<file path="src/rtl/clkout_stop_gate_pkg.sv">
package clkout_stop_gate_pkg;

  typedef enum logic [1:0] {
    CH_RUN   = 2'd0,
    CH_PARK  = 2'd1,
    CH_FLOAT = 2'd2
  } ch_state_e;

  typedef struct packed {
    logic t;
    logic c;
    logic t_oe;
    logic c_oe;
  } pair_drv_t;

  // Accept a new sample only where it matches the previous one.
  function automatic logic [63:0] settle_levels(input logic [63:0] fresh,
                                                input logic [63:0] last,
                                                input logic [63:0] held);
    logic [63:0] differ;
    differ = fresh ^ last;
    return (fresh & ~differ) | (held & differ);
  endfunction

  // Priority: disable, then power-down, then masked stop.
  function automatic ch_state_e pick_state(input logic enabled,
                                           input logic pd_req,
                                           input logic pd_float,
                                           input logic stop_req,
                                           input logic stoppable,
                                           input logic stop_float);
    if (!enabled)                  return CH_FLOAT;
    else if (pd_req)               return pd_float ? CH_FLOAT : CH_PARK;
    else if (stop_req && stoppable) return stop_float ? CH_FLOAT : CH_PARK;
    else                           return CH_RUN;
  endfunction

  function automatic pair_drv_t pair_drive(input ch_state_e st, input logic phase);
    pair_drv_t d;
    case (st)
      CH_RUN:  d = '{t: phase, c: ~phase, t_oe: 1'b1, c_oe: 1'b1};
      CH_PARK: d = '{t: 1'b1,  c: 1'b0,   t_oe: 1'b1, c_oe: 1'b0};
      default: d = '{t: 1'b0,  c: 1'b0,   t_oe: 1'b0, c_oe: 1'b0};
    endcase
    return d;
  endfunction

endpackage

</file>
<file path="src/rtl/csg_level_filter.sv">
module csg_level_filter #(
  parameter int W = 1,
  parameter logic [W-1:0] RST_VAL = '1
) (
  input  logic         clk,
  input  logic         rst_n,
  input  logic         sample,
  input  logic [W-1:0] din,
  output logic [W-1:0] level_next,
  output logic [W-1:0] level_q
);
  import clkout_stop_gate_pkg::*;

  logic [W-1:0] meta_q, sync_q, prev_q;
  logic [63:0]  merged;

  always_ff @(posedge clk or negedge rst_n) begin
    if (!rst_n) begin
      meta_q  <= RST_VAL;
      sync_q  <= RST_VAL;
      prev_q  <= RST_VAL;
      level_q <= RST_VAL;
    end else begin
      meta_q <= din;
      sync_q <= meta_q;
      if (sample) begin
        prev_q  <= sync_q;
        level_q <= level_next;
      end
    end
  end

  always_comb begin
    merged     = settle_levels(64'(sync_q), 64'(prev_q), 64'(level_q));
    level_next = merged[W-1:0];
  end

endmodule

</file>
<file path="src/rtl/csg_cfg_shadow.sv">
module csg_cfg_shadow #(
  parameter int NUM_CH = 8
) (
  input  logic              clk,
  input  logic              rst_n,
  input  logic              load,
  input  logic [NUM_CH-1:0] mask_in,
  input  logic [NUM_CH-1:0] en_in,
  input  logic              stop_float_in,
  input  logic              pd_float_in,
  output logic [NUM_CH-1:0] mask_q,
  output logic [NUM_CH-1:0] en_q,
  output logic              stop_float_q,
  output logic              pd_float_q
);

  always_ff @(posedge clk or negedge rst_n) begin
    if (!rst_n) begin
      mask_q       <= '0;
      en_q         <= '1;
      stop_float_q <= 1'b0;
      pd_float_q   <= 1'b0;
    end else if (load) begin
      mask_q       <= mask_in;
      en_q         <= en_in;
      stop_float_q <= stop_float_in;
      pd_float_q   <= pd_float_in;
    end
  end

endmodule

</file>
<file path="src/rtl/csg_channel.sv">
module csg_channel (
  input  logic clk,
  input  logic rst_n,
  input  logic update,
  input  logic phase_next,
  input  logic enabled,
  input  logic pd_req,
  input  logic pd_float,
  input  logic stop_req,
  input  logic stoppable,
  input  logic stop_float,
  output logic t_out,
  output logic c_out,
  output logic t_oe,
  output logic c_oe
);
  import clkout_stop_gate_pkg::*;

  ch_state_e st_q;
  pair_drv_t drv_q;

  always_ff @(posedge clk or negedge rst_n) begin
    if (!rst_n) begin
      st_q  <= CH_RUN;
      drv_q <= '0;
    end else begin
      if (update)
        st_q <= pick_state(enabled, pd_req, pd_float, stop_req, stoppable, stop_float);
      drv_q <= pair_drive(st_q, phase_next);
    end
  end

  assign t_out = drv_q.t;
  assign c_out = drv_q.c;
  assign t_oe  = drv_q.t_oe;
  assign c_oe  = drv_q.c_oe;

endmodule

</file>
<file path="src/rtl/clkout_stop_gate.sv">
module clkout_stop_gate #(
  parameter int NUM_CH = 8
) (
  input  logic              clk,
  input  logic              rst_n,
  input  logic              stop_req_n,
  input  logic              pwrdn_n,
  input  logic [NUM_CH-1:0] chan_en_pin,
  input  logic              cfg_load,
  input  logic [NUM_CH-1:0] cfg_stop_mask,
  input  logic [NUM_CH-1:0] cfg_chan_en,
  input  logic              cfg_stop_float,
  input  logic              cfg_pd_float,
  output logic [NUM_CH-1:0] t_out,
  output logic [NUM_CH-1:0] c_out,
  output logic [NUM_CH-1:0] t_oe,
  output logic [NUM_CH-1:0] c_oe
);

  localparam int CTL_W = 2;
  localparam int STOP_BIT = 0;
  localparam int PD_BIT = 1;

  // Half-rate output phase; high means the true clock is high.
  logic phase_q;
  logic phase_next;
  logic cmp_rise_ev;

  always_ff @(posedge clk or negedge rst_n) begin
    if (!rst_n) phase_q <= 1'b0;
    else        phase_q <= phase_next;
  end

  assign phase_next  = ~phase_q;
  assign cmp_rise_ev = phase_q;   // this edge drops true, raises complement

  logic [CTL_W-1:0]  ctl_next, ctl_q;
  logic [NUM_CH-1:0] en_pin_next, en_pin_q;

  csg_level_filter #(.W(CTL_W), .RST_VAL({CTL_W{1'b1}})) u_ctl_filt (
    .clk        (clk),
    .rst_n      (rst_n),
    .sample     (cmp_rise_ev),
    .din        ({pwrdn_n, stop_req_n}),
    .level_next (ctl_next),
    .level_q    (ctl_q)
  );

  csg_level_filter #(.W(NUM_CH), .RST_VAL({NUM_CH{1'b1}})) u_en_filt (
    .clk        (clk),
    .rst_n      (rst_n),
    .sample     (cmp_rise_ev),
    .din        (chan_en_pin),
    .level_next (en_pin_next),
    .level_q    (en_pin_q)
  );

  // Named events for the checker.
  logic              stop_seen, pd_seen;
  logic [NUM_CH-1:0] en_seen;
  assign stop_seen = ~ctl_q[STOP_BIT];
  assign pd_seen   = ~ctl_q[PD_BIT];
  assign en_seen   = en_pin_q;

  logic [NUM_CH-1:0] mask_q, reg_en_q;
  logic              stop_float_q, pd_float_q;

  csg_cfg_shadow #(.NUM_CH(NUM_CH)) u_cfg (
    .clk           (clk),
    .rst_n         (rst_n),
    .load          (cfg_load),
    .mask_in       (cfg_stop_mask),
    .en_in         (cfg_chan_en),
    .stop_float_in (cfg_stop_float),
    .pd_float_in   (cfg_pd_float),
    .mask_q        (mask_q),
    .en_q          (reg_en_q),
    .stop_float_q  (stop_float_q),
    .pd_float_q    (pd_float_q)
  );

  logic              stop_now, pd_now;
  logic [NUM_CH-1:0] chan_enabled;
  assign stop_now     = ~ctl_next[STOP_BIT];
  assign pd_now       = ~ctl_next[PD_BIT];
  assign chan_enabled = en_pin_next & reg_en_q;

  for (genvar g = 0; g < NUM_CH; g++) begin : g_ch
    csg_channel u_ch (
      .clk        (clk),
      .rst_n      (rst_n),
      .update     (cmp_rise_ev),
      .phase_next (phase_next),
      .enabled    (chan_enabled[g]),
      .pd_req     (pd_now),
      .pd_float   (pd_float_q),
      .stop_req   (stop_now),
      .stoppable  (mask_q[g]),
      .stop_float (stop_float_q),
      .t_out      (t_out[g]),
      .c_out      (c_out[g]),
      .t_oe       (t_oe[g]),
      .c_oe       (c_oe[g])
    );
  end

endmodule

</file>
<file path="config.mk">
export PLATFORM = sky130hd
export DESIGN_NAME = clkout_stop_gate
export DESIGN_NICKNAME = d
export VERILOG_FILES = /design/src/rtl/clkout_stop_gate_pkg.sv /design/src/rtl/csg_level_filter.sv /design/src/rtl/csg_cfg_shadow.sv /design/src/rtl/csg_channel.sv /design/src/rtl/clkout_stop_gate.sv
export SDC_FILE = /design/constraint.sdc
export NUM_CORES = 1
export LEC_CHECK = 0
export BUFFER_PORTS_ARGS = -buffer_cell sky130_fd_sc_hd__buf_4
export CAP_MARGIN = 20
export CORE_AREA = 2 2 93 130
export CTS_BUF_LIST = sky130_fd_sc_hd__clkbuf_4 sky130_fd_sc_hd__clkbuf_8
export CTS_CLUSTER_DIAMETER = 100
export DETAILED_ROUTE_END_ITERATION = 8
export DIE_AREA = 0 0 95 132
export GPL_ROUTABILITY_DRIVEN = 1
export GPL_TIMING_DRIVEN = 0
export PLACE_DENSITY = 0.62
export SYNTH_ARGS = -nofsm -noshare
export SYNTH_HDL_FRONTEND = slang
export SYNTH_SLANG_ARGS = --single-unit
</file>
<file path="constraint.sdc">
create_clock -name clk -period 3.1 [get_ports clk]
set_clock_uncertainty 0.05 [all_clocks]
set_input_delay 0.31 -clock clk [delete_from_list [all_inputs] [get_ports clk]]
set_output_delay 0.31 -clock clk [all_outputs]
set_load 0.02 [all_outputs]
</file>
==> flow_metrics.tcl, run 1 <==
set metrics [dict create \
    status "complete, no violations" \
    cp-startpoint "cmp_rise_ev" \
    cp.depth 4 \
    clk_path_buf_depth 2 \
    remaining_drc_errors 0 \
    synth_nets 366 \
    min_period_ns 1.68 \
    drt_iter0_markers 116 \
    synth.area.top_cells "dfrtp_1 36%, dfstp_2 31%, buf_4 5.9%" \
    arrival_ns 1.86 \
    grt_pass1_vias 2550 \
    cp_top_family "buffers and inverters" \
    first_pass_iters 4 \
    clock_power_share_pct 28.6 \
    synth-edff-count 0 \
    max-vdd-ir-drop_mv 0.208 \
    reg2reg_from "cmp_rise_ev" \
    die_w_um 95 \
    required_ns 3.28 \
    synth_top_family_by_area "buffers and inverters" \
    critPathMaxStageDelay_ns 0.54 \
    slowest_stage "clkbuf_1" \
    pwr-share-comb_pct 14.0 \
    synth-simple-area-share_pct 6.34 \
    maxCapViolCount 0 \
    synth_area_um2 4110 \
    grt_remaining_overflow 0 \
    cts.sinks 107 \
    r2r_cells 4 \
    routed_wl_um 7820 \
    min_from "cfg_stop_mask[4]" \
    synth_xor_area_share_pct 0 \
    viasPerCell 4.55 \
    start_util_pct 36.2 \
    synth_cell_type_count 23 \
    grt_max_degree 67 \
    clk-insertion-delay-late_ns 0.39 \
    via_count 2584 \
    tightest_slew_ns 0.666 \
    track_usage_pct 13.2 \
    synth_top_area_share_pct 36.0 \
    hold_viol 0 \
    cts_tree "yes" \
    power_density_nw_per_um2 554 \
    die_area_um2 12500 \
    p_sw_uw 752 \
    antenna_found_initial 0 \
    yosysTopAreaCell "dfrtp_1" \
    p_leak_nw 2.36 \
    avgSynthCellArea_um2 12.3 \
    die_h_um 132 \
    path_clk_slew_ns 0.11 \
    wire_per_inst_um 13.8 \
    num_rows 46 \
    r2r_slack_ns 1.42 \
    endpoint_kind "register" \
    antenna_cells 0 \
    worst_hold_path_type "primary input to register" \
    async_flop_share_pct 100 \
    finalMaxSlewViolations 0 \
    num_io_pins 63 \
    core_um2 11300 \
    hold-worst-slack_ns 0.107 \
    fillers 1056 \
    synth_seq_area_share_pct 66.7 \
    ys.flop_type "dfrtp_1" \
    crit_fanout 10 \
    path_class "register to register" \
    fmax_mhz 595 \
    r2r-end "g_ch[2].u_ch.t_out" \
    final_layout_size_suffix_gt1_share_pct 43.2 \
    cts-root-buf "clkbuf_8" \
    crit_top_cell "buf_2" \
    tns_ns 0 \
    drtAntennaViolNets 0 \
    p_sw_share_pct 26.8 \
    postCtsSetupRepairBufs 0 \
    max_slew_margin_pct 55.6 \
    place_hpwl_um 5520 \
    cts_buffers 9 \
    internal-power_mw 2.05 \
    finalSetupViolations 0 \
    synthToLayoutAreaGrowth_pct 23.4 \
    cp_num_buf_inv 3 \
    fin_crit_sh_pct 54.2 \
    ys_ff_latch 107 \
    power_frac_seq_pct 57.4 \
    grt_pass1_wl_um 12400 \
    htree_levels 3 \
    layout_common_cells "93 x buf_4, 59 x dfrtp_1, 48 x dfstp_2" \
    portBuffers 61 \
    yosysWarnings 0 \
    synthAdderAreaFrac_pct 2.22 \
    setup.worst_path.start_class "register" \
    synthCells 335 \
    synth_compound_area_share_pct 9.88 \
    holdPathEnd "u_cfg.mask_q[4]" \
    final_common_cell "buf_4" \
    nNetsFinal 450 \
    gp_congestion 0.828 \
    crit_path_cell_trace "buf_2 -> buf_2 -> clkbuf_1 -> a21oi_1" \
    synth.area.mux_share_pct 4.94 \
    min_path_cells 2 \
    rsz0062_at_grt "false" \
]
cell usage after synthesis (5+ instances only):
| cell | number |
|---|---|
| inv_1 | 26 |
| and3_1 | 8 |
| nand2_1 | 19 |
| dfstp_2 | 48 |
| clkbuf_1 | 8 |
| mux2_2 | 18 |
| o21ai_0 | 31 |
| buf_4 | 32 |
| nand3_1 | 8 |
| nor2_1 | 9 |
| maj3_1 | 8 |
| a21oi_1 | 26 |
| nor3_1 | 8 |
| a32oi_1 | 8 |
| o22ai_1 | 8 |
| dfrtp_1 | 59 |
| buf_2 | 5 |
area by class of cell:
| class | instances | area, µm² | share of cell area [%] |
|---|---|---|---|
| Clock inverter | 7 | 60.1 | 1.19 |
| Clock buffer | 9 | 124 | 2.45 |
| Timing Repair Buffer | 73 | 596 | 11.8 |
| Inverter | 27 | 101 | 2.00 |
| Buffer | 46 | 307 | 6.05 |
| Sequential cell | 107 | 2740 | 54.1 |
| Tap cell | 144 | 180 | 3.56 |
| Multi-Input combinational cell | 155 | 960 | 18.9 |
power by group through the flow:
stage | combinational [mW] | clock [mW] | sequential (mW)
final | 0.391 | 0.803 | 1.61
after global routing | 0.428 | 0.876 | 1.63
after CTS | 0.397 | 0.825 | 1.61
after detailed placement | 0.385 | 0 | 1.64
after global placement | 0.372 | 0 | 1.63
after floorplan | 0.237 | 0 | 1.62
repair_timing:
item                                   4_1_cts  5_1_grt
endpoints found under the hold margin       44        0
gates resized for setup                      0        0
hold buffers                                11        0
worst max path at each step:
| stage | slack, ns | endpoint |
|---|---|---|
| floorplan | 1.72 | g_ch[0].u_ch.st_q[1] |
| global placement | 1.50 | u_ctl_filt.level_q[0] |
| detailed placement | 1.45 | u_ctl_filt.level_q[0] |
| CTS | 1.42 | u_ctl_filt.level_q[0] |
| global route | 1.29 | u_ctl_filt.level_q[0] |
| finish | 1.42 | g_ch[2].u_ch.t_out |
sequential cells by signal, summed over array words and instances (netlist names):
name                flops
u_cfg.mask_q            8
u_en_filt.sync_q        8
u_cfg.stop_float_q      1
u_en_filt.prev_q        8
u_cfg.pd_float_q        1
g_ch.u_ch.c_out         8
g_ch.u_ch.t_out         8
g_ch.u_ch.c_oe          8
cmp_rise_ev             1
u_ctl_filt.meta_q       2
g_ch.u_ch.t_oe          8
u_cfg.en_q              8
u_ctl_filt.level_q      2
g_ch.u_ch.st_q         16
u_en_filt.meta_q        8
u_ctl_filt.prev_q       2
u_en_filt.level_q       8
u_ctl_filt.sync_q       2
routing by layer:
metal | global-route usage, % | part of all wire (%) | wire [µm]
met3 | 2.97 | 4.0 | 309
met1 | 14.8 | 41 | 3180
met4 | 9.50 | 3.5 | 272
met2 | 21.6 | 52 | 4050
met5 | 0 | 0 | 0
metrics by stage:
step	area, µm²	std cells	util, %	power (mW)	setup slack, ns
2_1_floorplan	4110	335	-	1.85	1.72
3_3_place_gp	4740	540	41.8	2.00	1.50
3_5_place_dp	4770	541	42.1	2.02	1.45
4_1_cts	5060	568	44.7	2.83	1.42
5_1_grt	5060	568	44.7	2.93	1.29
6_report	5060	568	44.7	2.80	1.42
kinds of logic after synthesis:
kind of cell             Yosys count
adder cells (fa/ha/maj)            9
flip-flops                       107
AND/OR/NAND/NOR                   55
AO/OA/AOI/OAI                     73
multiplexers                      18
buffers and inverters             73
(Power assumes the default switching activity.)
==> run 2: changes to the inputs <==
==> constraint.sdc (replaced) <==
create_clock -name clk -period 1.7 [get_ports clk]
set_clock_uncertainty 0.05 [all_clocks]
set_input_delay 0.17 -clock clk [delete_from_list [all_inputs] [get_ports clk]]
set_output_delay 0.17 -clock clk [all_outputs]
set_load 0.02 [all_outputs]
==> flow_metrics.tcl, run 2 (synthesis results as in run 1) <==
set metrics [dict create \
    antenna_found_initial 0 \
    drtAntennaViolNets 0 \
    total_power_mw 5.15 \
    gp_congestion 0.828 \
    num_io_pins 63 \
    tns_ns 0 \
    r2r_cells 4 \
    antenna_cells 0 \
    crit_fanout 8 \
    rsz0062_at_grt "false" \
    setup.worst_path.start_class "register" \
    min_path_cells 2 \
    endpoint_kind "register" \
    power_density_nw_per_um2 980 \
    finalSetupViolations 0 \
    die_w_um 95 \
    fillers 1037 \
    cts_tree "yes" \
    viasPerCell 4.55 \
    max-vdd-ir-drop_mv 0.380 \
    drt_iter0_markers 109 \
    place_hpwl_um 5520 \
    clk_path_buf_depth 2 \
    die_h_um 132 \
    remaining_drc_errors 0 \
    num_rows 46 \
    largest_reg_flops 16 \
    core_um2 11300 \
    layout_common_cells "93 x buf_4, 59 x dfrtp_1, 48 x dfstp_2" \
    timing.final.ws_setup_ns 0.116 \
    max_slew_margin_pct 63.7 \
    maxCapViolCount 0 \
    status "complete, no violations" \
    dp_slack_ns 0.0495 \
    nNetsFinal 468 \
    grt_max_degree 67 \
    place_area_um2 4770 \
    grt_remaining_overflow 0 \
    arrival_ns 1.78 \
    wire_per_inst_um 13.6 \
    portBuffers 61 \
    cts_buffers 9 \
    postCtsSetupRepairBufs 0 \
    grt_pass1_wl_um 12600 \
    via_count 2666 \
    fin_crit_sh_pct 93.2 \
    worst_hold_path_type "primary input to register" \
    routed_wl_um 7990 \
    tightest_slew_ns 0.544 \
    final_layout_size_suffix_gt1_share_pct 42.3 \
    grt_pass1_vias 2615 \
    p_leak_nw 2.44 \
    cts-root-buf "clkbuf_8" \
    synthToLayoutAreaGrowth_pct 27.9 \
    min_period_ns 1.58 \
    hold_viol 0 \
    path_clk_slew_ns 0.11 \
    finalMaxSlewViolations 0 \
    fmax_mhz 631 \
    final_common_cell "buf_4" \
    track_usage_pct 13.5 \
    first_pass_iters 4 \
    required_ns 1.90 \
    htree_levels 3 \
    clk-insertion-delay-late_ns 0.38 \
    cts.sinks 107 \
    start_util_pct 36.2 \
    path_class "register to register" \
    largest_register "g_ch.u_ch.st_q" \
    stdcell_area_um2 5250 \
    die_area_um2 12500 \
]
[run 2: changes by cell type in the layout (fill, tap and decap cells not counted)]
cell | previous run | this run
clkbuf_2 | 0 | 3
dlygate4sd3_1 | 11 | 29
clkbuf_1 | 8 | 5
clkinvlp_4 | 3 | 4
clkinv_1 | 1 | 0
[run 2: metrics by stage]
| stage | std cells | hold slack (ns) | utilization [%] |
|---|---|---|---|
| global route | 586 | 0.171 | 46.3 |
| floorplan | 335 | -0.176 | - |
| CTS | 586 | 0.155 | 46.3 |
| global placement | 540 | 0.230 | 41.8 |
| finish | 586 | 0.176 | 46.3 |
| detailed placement | 541 | 0.136 | 42.1 |
[run 2: final timing paths]
check	from	to	slack, ns
hold reg to reg	u_en_filt.meta_q[2]	u_en_filt.sync_q[2]	0.31
setup reg to reg	u_ctl_filt.level_q[1]	g_ch[4].u_ch.st_q[1]	0.12
max in group asynchronous	rst_n	u_cfg.en_q[4]	0.62
hold / removal	cfg_load	u_cfg.mask_q[2]	0.18
setup / recovery	u_ctl_filt.level_q[1]	g_ch[4].u_ch.st_q[1]	0.12
min in group asynchronous	rst_n	u_cfg.pd_float_q	0.25
[run 2: layout make-up]
type	instances	area, µm²	share of cell area, %
repair buffers	91	776	14.8
multi-input cells	155	960	18.3
flip-flops and latches	107	2740	52.1
inverters	27	105	2.00
clock buffers	9	124	2.36
clock inverters	7	60.1	1.14
well taps	144	180	3.43
plain buffers	46	310	5.91
[run 2: timing repair]
| item | CTS | global route |
|---|---|---|
| resized for setup | 0 | 7 |
| endpoints found under the setup margin | 0 | 15 |
| endpoints found under the hold margin | 62 | 0 |
| hold buffers | 29 | 0 |
[run 2: power by group]
part	internal, mW	switching (mW)
combinational	0.403	0.344
clock	0.555	0.907
sequential	2.81	0.126
[run 2: critical path, stage by stage, from the launching register on]
cell and delay (ns):
dfstp_2 0.56, maj3_2 0.22, nand2b_1 0.10, clkbuf_1 0.34, a32oi_1 0.18
[run 2: metal layers]
layer  vias to the layer above  wire length, µm  global-route usage, %
li1                       1302                -                      -
met1                      1273             3240                   15.2
met2                        74             4170                   22.2
met3                        17              304                   2.86
met4                         0              272                   9.50
met5                         -                0                      0
